--- config.mk ---
export PLATFORM = sky130hd
export DESIGN_NAME = async_rx_xflt
export DESIGN_NICKNAME = d
export VERILOG_FILES = /design/src/rtl/async_rx_pkg.sv /design/src/rtl/async_rx_framer.sv /design/src/rtl/async_rx_store_filter.sv /design/src/rtl/async_rx_xflt.sv
export SDC_FILE = /design/constraint.sdc
export NUM_CORES = 1
export LEC_CHECK = 0
export BUFFER_PORTS_ARGS = -buffer_cell sky130_fd_sc_hd__buf_2
export CAP_MARGIN = 20
export CORE_MARGIN = 3
export CORE_UTILIZATION = 56
export DETAILED_ROUTE_END_ITERATION = 6
export PLACE_DENSITY = 0.8
export RECOVER_POWER = 100
export SETUP_SLACK_MARGIN = 0.4
export SLEW_MARGIN = 20
export SYNTH_ARGS = -nofsm -noshare
export SYNTH_HDL_FRONTEND = slang
export SYNTH_SLANG_ARGS = --single-unit
--- constraint.sdc ---
create_clock -name clk_i -period 3.8 [get_ports clk_i]
set_input_delay 0.19 -clock clk_i [delete_from_list [all_inputs] [get_ports clk_i]]
set_output_delay 0.19 -clock clk_i [all_outputs]
set_load 0.03 [all_outputs]
--- src/rtl/async_rx_pkg.sv ---
`timescale 1ns/1ps
package async_rx_pkg;
  localparam int unsigned DATA_W = 8;

  typedef enum logic [1:0] {ST_IDLE, ST_START, ST_DATA, ST_STOP} rx_state_e;

  // code 00 -> 8 bits ... 11 -> 5 bits
  function automatic logic [3:0] len_of(logic [1:0] code);
    return 4'd8 - {2'b00, code};
  endfunction

  function automatic logic [DATA_W-1:0] len_mask(logic [3:0] n);
    return {DATA_W{1'b1}} >> (4'd8 - n);
  endfunction
endpackage

--- src/rtl/async_rx_framer.sv ---
`timescale 1ns/1ps
module async_rx_framer
  import async_rx_pkg::*;
#(
  parameter int unsigned OVS  = 16,
  parameter int unsigned SYNC = 2
) (
  input  logic              clk_i,
  input  logic              rst_ni,
  input  logic              tick_i,
  input  logic              rxd_i,
  input  logic              en_i,
  input  logic [1:0]        len_sel_i,
  output logic              done_o,
  output logic [DATA_W-1:0] data_o,
  output logic [3:0]        len_o,
  output logic              stop_err_o
);
  localparam int unsigned CNT_W = $clog2(OVS);
  localparam int unsigned MID   = OVS / 2 - 1;

  logic [SYNC-1:0]   sync_q;
  logic              rxd_s;
  rx_state_e         state_q;
  logic [CNT_W-1:0]  cnt_q;
  logic [2:0]        bit_q;
  logic [DATA_W-1:0] sh_q;
  logic [DATA_W-1:0] data_q;
  logic [3:0]        len_q;
  logic              done_q, err_q;

  always_ff @(posedge clk_i or negedge rst_ni) begin
    if (!rst_ni) sync_q <= '1;
    else         sync_q <= {sync_q[SYNC-2:0], rxd_i};
  end
  assign rxd_s = sync_q[SYNC-1];

  always_ff @(posedge clk_i or negedge rst_ni) begin
    if (!rst_ni) begin
      state_q <= ST_IDLE;
      cnt_q   <= '0;
      bit_q   <= '0;
      sh_q    <= '0;
      data_q  <= '0;
      len_q   <= 4'd8;
      done_q  <= 1'b0;
      err_q   <= 1'b0;
    end else begin
      done_q <= 1'b0;
      err_q  <= 1'b0;
      if (!en_i) begin
        state_q <= ST_IDLE;
      end else if (tick_i) begin
        unique case (state_q)
          ST_IDLE: begin
            if (!rxd_s) begin
              state_q <= ST_START;
              cnt_q   <= '0;
            end
          end
          ST_START: begin
            // sample index is cnt_q+1; qualify at the middle sample
            if (cnt_q == CNT_W'(MID - 1)) begin
              cnt_q <= '0;
              if (!rxd_s) begin
                state_q <= ST_DATA;
                bit_q   <= '0;
                sh_q    <= '0;
                len_q   <= len_of(len_sel_i);
              end else begin
                state_q <= ST_IDLE;
              end
            end else begin
              cnt_q <= cnt_q + 1'b1;
            end
          end
          ST_DATA: begin
            if (cnt_q == CNT_W'(OVS - 1)) begin
              cnt_q <= '0;
              sh_q  <= {rxd_s, sh_q[DATA_W-1:1]};
              if ({1'b0, bit_q} == len_q - 4'd1) state_q <= ST_STOP;
              else                               bit_q   <= bit_q + 1'b1;
            end else begin
              cnt_q <= cnt_q + 1'b1;
            end
          end
          ST_STOP: begin
            if (cnt_q == CNT_W'(OVS - 1)) begin
              cnt_q   <= '0;
              done_q  <= 1'b1;
              err_q   <= !rxd_s;
              data_q  <= sh_q >> (4'd8 - len_q);
              state_q <= ST_IDLE;
            end else begin
              cnt_q <= cnt_q + 1'b1;
            end
          end
          default: state_q <= ST_IDLE;
        endcase
      end
    end
  end

  assign done_o     = done_q;
  assign data_o     = data_q;
  assign len_o      = len_q;
  assign stop_err_o = err_q;

  AST_DONE_NEEDS_EN: assert property (@(posedge clk_i) disable iff (!rst_ni)
    done_o |-> $past(en_i));
  AST_DIS_TO_IDLE: assert property (@(posedge clk_i) disable iff (!rst_ni)
    !en_i |=> (state_q == ST_IDLE));
  AST_UPPER_ZERO: assert property (@(posedge clk_i) disable iff (!rst_ni)
    done_o |-> ((data_o & ~len_mask(len_o)) == '0));
  AST_DONE_PULSE: assert property (@(posedge clk_i) disable iff (!rst_ni)
    done_o |=> !done_o);
  AST_LEN_RANGE: assert property (@(posedge clk_i) disable iff (!rst_ni)
    (len_o >= 4'd5) && (len_o <= 4'd8));
endmodule

--- src/rtl/async_rx_store_filter.sv ---
`timescale 1ns/1ps
module async_rx_store_filter
  import async_rx_pkg::*;
(
  input  logic              clk_i,
  input  logic              rst_ni,
  input  logic              done_i,
  input  logic [DATA_W-1:0] data_i,
  input  logic [3:0]        len_i,
  input  logic              stop_err_i,
  input  logic              flt_en_i,
  input  logic [DATA_W-1:0] xon_i,
  input  logic [DATA_W-1:0] xoff_i,
  input  logic              ready_i,
  output logic              valid_o,
  output logic [DATA_W-1:0] data_o,
  output logic              frame_err_o,
  output logic              overflow_o
);
  logic [DATA_W-1:0] mask;
  logic              hit, keep;

  assign mask = len_mask(len_i);
  assign hit  = (((data_i ^ xon_i) & mask) == '0) || (((data_i ^ xoff_i) & mask) == '0);
  assign keep = !(flt_en_i && hit);

  assign valid_o     = done_i && keep;
  assign data_o      = data_i;
  assign frame_err_o = done_i && stop_err_i;
  assign overflow_o  = valid_o && !ready_i;

  AST_NO_FLT_ALL: assert property (@(posedge clk_i) disable iff (!rst_ni)
    (done_i && !flt_en_i) |-> valid_o);
  AST_FLT_NO_XON: assert property (@(posedge clk_i) disable iff (!rst_ni)
    (valid_o && flt_en_i) |-> (((data_o ^ xon_i) & mask) != '0));
  AST_FLT_NO_XOFF: assert property (@(posedge clk_i) disable iff (!rst_ni)
    (valid_o && flt_en_i) |-> (((data_o ^ xoff_i) & mask) != '0));
  AST_NO_OVERFLOW: assert property (@(posedge clk_i) disable iff (!rst_ni)
    overflow_o |=> !overflow_o);
  AST_FE_PULSE: assert property (@(posedge clk_i) disable iff (!rst_ni)
    frame_err_o |=> !frame_err_o);
endmodule

--- src/rtl/async_rx_xflt.sv ---
`timescale 1ns/1ps
module async_rx_xflt
  import async_rx_pkg::*;
#(
  parameter int unsigned OVS  = 16,
  parameter int unsigned SYNC = 2
) (
  input  logic              clk_i,
  input  logic              rst_ni,
  input  logic              tick_i,
  input  logic              rxd_i,
  input  logic              rx_en_i,
  input  logic              flt_en_i,
  input  logic [1:0]        len_sel_i,
  input  logic [DATA_W-1:0] xon_code_i,
  input  logic [DATA_W-1:0] xoff_code_i,
  output logic              wr_valid_o,
  output logic [DATA_W-1:0] wr_data_o,
  input  logic              wr_ready_i,
  output logic              frame_err_o,
  output logic              overflow_o
);
  logic              done;
  logic [DATA_W-1:0] data;
  logic [3:0]        len;
  logic              stop_err;

  async_rx_framer #(.OVS(OVS), .SYNC(SYNC)) i_framer (
    .clk_i      (clk_i),
    .rst_ni     (rst_ni),
    .tick_i     (tick_i),
    .rxd_i      (rxd_i),
    .en_i       (rx_en_i),
    .len_sel_i  (len_sel_i),
    .done_o     (done),
    .data_o     (data),
    .len_o      (len),
    .stop_err_o (stop_err)
  );

  async_rx_store_filter i_filter (
    .clk_i       (clk_i),
    .rst_ni      (rst_ni),
    .done_i      (done),
    .data_i      (data),
    .len_i       (len),
    .stop_err_i  (stop_err),
    .flt_en_i    (flt_en_i),
    .xon_i       (xon_code_i),
    .xoff_i      (xoff_code_i),
    .ready_i     (wr_ready_i),
    .valid_o     (wr_valid_o),
    .data_o      (wr_data_o),
    .frame_err_o (frame_err_o),
    .overflow_o  (overflow_o)
  );

  AST_VALID_PULSE: assert property (@(posedge clk_i) disable iff (!rst_ni)
    wr_valid_o |=> !wr_valid_o);
  AST_QUIET_WHEN_OFF: assert property (@(posedge clk_i) disable iff (!rst_ni)
    $past(!rx_en_i) |-> !(wr_valid_o || frame_err_o || overflow_o));
endmodule

# Word level (Yosys, flattened, before mapping)

Cells that the tools add are included.

Bits of input ports: 25
Bits in registers: 33

Eq/ne operators: 17
$add $sub $neg: 5
Reductions and logical operators: 19
Mux-type cells: 30
Bitwise logic cells: 5
Shift operators: 2

Operators with widths:

| operator              | number |
|---|---|
| $mux W8               | 3 |
| $and A8 B8 Y8         | 2 |
| $logic_not A8 Y1      | 2 |
| $mux W2               | 8 |
| $pmux W8 S2           | 1 |
| $xor A8 B8 Y8         | 2 |
| $mux W3               | 4 |
| $mux W4               | 3 |
| $ne A3 B2 Y1 const B  | 4 |
| $pmux W4 S3           | 1 |
| $reduce_and A6 Y1     | 2 |
| $mux W1               | 8 |
| $ne A2 B2 Y1 const B  | 4 |
| $pmux W2 S4           | 1 |
| $shr A8 B4 Y8         | 1 |
| $shr A8 B4 Y8 const A | 1 |
| $reduce_and A7 Y1     | 1 |
| $pmux W3 S2           | 1 |
| $reduce_and A5 Y1     | 1 |
| $add A4 B1 Y4 const B | 1 |
| $eq A2 B2 Y1 const B  | 2 |
| $eq A3 B4 Y1          | 1 |
| $eq A4 B3 Y1 const B  | 1 |
| $eq A4 B4 Y1 const B  | 1 |
| other kinds (16)      | 22 |

# Logic depth before layout (Yosys ltp)

Depth after elaboration: 9
Gate-level depth with buffers: 9

# Modules after synthesis

A second synthesis with hierarchy kept.

Cells, all modules: 240
Area, all modules: 2218.4 um^2

By module, submodules not included:

| module                | seq. area each (um^2) | area each (um^2) | cells each | times used |
|---|---|---|---|---|
| async_rx_framer       | 829.5                 | 1785.5           | 187        | 1 |
| async_rx_store_filter | 0.0                   | 432.9            | 53         | 1 |

# Worst setup path before layout

OpenSTA, ideal clock, no wires.

Kind: flip-flop to output port
From: register i_framer.len_q[0] (netlist: i_framer.len_o[0])
To: output port overflow_o
Path slack: 0.803 ns
Arrival: 2.807 ns
Cell stages (with the launch flop): 9
Cell sequence: dfrtp_1 -> buf_1 -> inv_1 -> ha_1 -> xor2_1 -> o21ai_0 -> o211ai_1 -> a2111oi_0 -> o32ai_1

Longest elaborated chain between the ends: 9

Ends and longest elaborated chain:

| what                   | line                        | RTL |
|---|---|---|
| from (decl)            | async_rx_framer.sv:29       | `logic [3:0] len_q;` |
| from (signal assigned) | async_rx_framer.sv:69       | `len_q <= len_of(len_sel_i);` |
| $sub A4 B4 Y4 *        | async_rx_pkg.sv:13          | `return {DATA_W{1'b1}} >> (4'd8 - n);` |
| $shr A8 B4 Y8 *        | async_rx_pkg.sv:13          |  |
| $and A8 B8 Y8          | async_rx_store_filter.sv:24 | `assign hit = (((data_i ^ xon_i) & mask) == '0) \|\| (((data_i ^ xoff_i) & mask) == '0);` |
| $logic_not A8 Y1       | async_rx_store_filter.sv:24 |  |
| $logic_or A1 B1 Y1 *   | async_rx_store_filter.sv:24 |  |
| $logic_and A1 B1 Y1 *  | async_rx_store_filter.sv:25 | `assign keep = !(flt_en_i && hit);` |
| $logic_not A1 Y1 *     | async_rx_store_filter.sv:25 |  |
| $logic_and A1 B1 Y1 *  | async_rx_store_filter.sv:27 | `assign valid_o = done_i && keep;` |
| $logic_and A1 B1 Y1 *  | async_rx_store_filter.sv:30 | `assign overflow_o = valid_o && !ready_i;` |
| to (decl)              | async_rx_xflt.sv:21         | `output logic overflow_o` |

Every way passes the cells marked *; elsewhere a longest branch is shown, timed or not.

# Worst setup path in the final report

Same ends and word-level chain as after synthesis.

==> results.txt <==
- At the later pin of the worst-skew pair, clock insertion delay measures 0.28 ns.
- Among all cell types in the netlist, the one instantiated most often is nand2_1.
* Power density cells: 282 nW/um2
- Number of buffers inserted to repair setup after CTS: 0
* Critical path peak fanout: 13
- Ranked by instance count, the synthesized netlist is headed by nand2_1, dfrtp_1, o21ai_0, xnor2_1, ha_1.
- For this run the aggregate overflow at the end of global routing stands at 0.
- Global-route wire length before repair: 7620 um
- The detailed router placed 1,797 vias in this run.
* Starting density of the core: 0.610
- Root buffer cell: clkbuf_8
- In this run the static leakage power is 0.00104 uW.
* Full die area: 4580 um2
- Post-Route Setup TNS: 0 ns
- Hold violation count in the final report: 0
- Number of standard-cell rows in the floorplan: 21
* Synth Register Bits: 33
- In the global route stage, met3 resource usage came out at 0.0499.
- Tcrit/Tclk final: 0.890
- The final reports fail on max-capacitance violations, max-slew violations.
* Total wire length after detailed routing: 4700 um
* Number of antenna violations at the first check in global routing: 0
* Fraction of the yosys area taken by sequential cells: 0.389
- Number of max-capacitance violations reported: 1
- After legalization and detailed placement, the total HPWL measured 3460 um.
* Final max-slew violation count: 34
- Crit end category: output pin
- Clock-pin slew was measured on the worst setup and hold paths at 0.07 ns.
* Number of nets produced by synthesis: 267
- Worst clock skew: 0.00490 ns
* H-tree levels: 2
- Of the post-synthesis cell area, the dominant cell type holds 0.352.
- For this run, asynchronously set or reset flops after synthesis account for 1.00.
* Clock Tree Buf Depth: 2
* Busiest layer in global routing: met2
- Average wire per standard cell: 15.0 um
- The floorplan step set the die height to 67.7 um.
- Relative to the synthesized area, the layout overhead comes to 13.4%.
- Yosys mapped a number of flops with a built-in enable equal to 0.
- Hold-critical path depth: 3
- The critical path in this run is classified as reg -> out.
- The mapped netlist covers 2130 um2.
- Highest clock frequency the design can meet: 296 MHz
* All-Layer GR Usage: 0.225
- For the worst flop-to-flop path, the logic depth is 7.
- The path class of the tightest hold or removal check is in -> reg.
- Multi-input gate area: 1230 um2
* FF+latch area: 830 um2
* Core utilization of the finished layout: 0.692
* Total Nets Final: 303
- Largest net degree at the start of global routing: 34
* Average vias per placed instance: 5.74
- Syn avg cell area: 9.26 um2
* I/O pins: 36
* Dpl ws: 0.722 ns
* Number of library cell types mapped by synthesis: 44
* Share of post-route cells with drive strength above 1: 0.146
* Largest cells by area after synthesis: dfrtp_1, nand2_1, xnor2_1
* Data required, critical path: 3.61 ns
* Final setup viols: 0
* GR met2 Demand/Resource: 0.346
- For the pin with the worst max-slew slack, the measured transition is 1.74 ns.
* Cells after Synth: 230
- The worst-case IR drop observed on VDD is 0.186 mV.
* TritonCTS Buffers: 5
- For this run, the number of Yosys warnings is 0.
* Total of fill cells in the finished design: 299
- Final estimated routing congestion in global placement: 0.812
- TritonCTS clock tree: built
- First-pass detailed-route iteration total: 4
* # clock sinks: 33
- Starting DRT DRC Count: 123
* Antenna-violating nets left: 0
* Startpoint class of the critical path: register
- Number of global-route vias before repair: 1,655
- For met1 alone, demand over resource in global routing was 0.308.
- After detailed routing, the number of remaining DRC violations is 0.
- Clock period minus worst slack: 3.38 ns
- Final setup margin: 0.418 ns
* Run status: finished with violations
* Die W: 67.7 um
- IO Port Bufs: 35
- Data on the critical path arrives at its endpoint at 3.19 ns.
- Cell taking the most area after synthesis: dfrtp_1
* Core outline area: 3490 um2
- The repair_antennas step left the layout with diodes totalling 0.
- Setup repair after global routing missed its margin: false
- Main synth FF type: dfrtp_1
* Slew Limit Headroom: -0.158
## report_power, final
part	leakage (uW)	total [uW]	switching, uW	internal [uW]
sequential	0.000439	365	6.63	358
combinational	0.000559	64.4	34.6	29.8
clock	0.0000450	252	125	127
## final timing paths
path | from | to | slack (ns)
setup / recovery | i_framer.len_o[0]$_DFFE_PN0P_ | overflow_o | 0.42
hold / removal | len_sel_i[0] | i_framer.len_o[0]$_DFFE_PN0P_ | 0.19
max in group asynchronous | rst_ni | i_framer.sh_q[2]$_DFFE_PN0P_ | 1.88
hold reg to reg | i_framer.sync_q[0]$_DFF_PN1_ | i_framer.sync_q[1]$_DFF_PN1_ | 0.36
setup reg to reg | i_framer.len_o[0]$_DFFE_PN0P_ | i_framer.state_q[0]$_DFFE_PN0P_ | 0.84
min in group asynchronous | rst_ni | i_framer.cnt_q[1]$_DFFE_PN0P_ | 0.91
## routing by layer
metal	share of wire	vias up	routed length, um
li1	-	884	-
met1	0.47	855	2210
met2	0.46	49	2150
met3	0.051	9	241
met4	0.019	0	91
met5	0	-	0
## placed cells by master, fill, tap and decap left out, types with 2 or more instances in the layout
cell / Yosys / routed
dfstp_2: 3 / 3
xnor2_1: 18 / 17
ha_1: 12 / 12
buf_2: 0 / 24
nand2b_1: 2 / 2
inv_1: 10 / 10
nand3_1: 8 / 8
a22o_1: 3 / 3
mux4_2: 3 / 3
a21o_1: 2 / 2
a32o_1: 2 / 2
a221oi_1: 2 / 2
nor2_1: 7 / 7
a21oi_1: 8 / 8
xor2_1: 4 / 4
o211ai_1: 3 / 3
a31oi_1: 2 / 2
o21ai_0: 24 / 24
nand3b_1: 3 / 3
nor3_1: 3 / 4
clkbuf_1: 6 / 12
nand2_1: 44 / 44
dlygate4sd3_1: 0 / 2
clkbuf_8: 0 / 5
mux2i_1: 8 / 8
clkinv_2: 0 / 2
o221ai_1: 2 / 2
and3_1: 2 / 2
dfrtp_1: 30 / 30
## sequential cells by signal (all words and copies together) (netlist names), 2 cells and up
register,cells
i_framer.data_o,8
i_framer.sh_q,8
i_framer.cnt_q,4
i_framer.len_o,4
i_framer.bit_q,3
i_framer.state_q,2
i_framer.sync_q,2
## critical path, stage by stage (launching register included)
cell	delay (ns)
dfrtp_1	0.67
inv_1	0.22
ha_1	0.33
xor2_1	0.28
o21ai_0	0.22
o211ai_1	0.10
a2111oi_0	0.71
o32ai_1	0.17
buf_2	0.21
## logic make-up after synthesis
kind of cell,after synthesis,synth area share
XOR/XNOR,23,0.102
AND/OR/NAND/NOR,77,0.166
AO/OA/AOI/OAI,55,0.163
multiplexers,12,0.0746
flip-flops,33,0.389
buffers and inverters,18,0.0352
adder cells (fa/ha/maj),12,0.0705
## final cells by class
type / instances / share of cell area
inverters: 10 / 0.0155
well taps: 46 / 0.0238
clock inverters: 2 / 0.00414
clock buffers: 6 / 0.0300
repair buffers: 37 / 0.0751
multi-input cells: 179 / 0.508
flip-flops and latches: 33 / 0.343
## through the flow
step                      instances  hold slack (ns)  power, uW  cell area, um2
after floorplan                 230           -0.106        404            2130
after global placement          303            0.288        433            2330
after detailed placement        303            0.284        434            2330
after CTS                       313            0.172        689            2430
after global routing            313            0.193        712            2420
final                           313            0.187        681            2420
## timing repair
| item | CTS | global route |
|---|---|---|
| hold endpoints to repair | 31 | 0 |
| gates resized for setup | 0 | 3 |
| setup endpoints to repair | 0 | 2 |
| hold buffers | 2 | 0 |
Note: power is estimated with default switching activity, not from simulation.
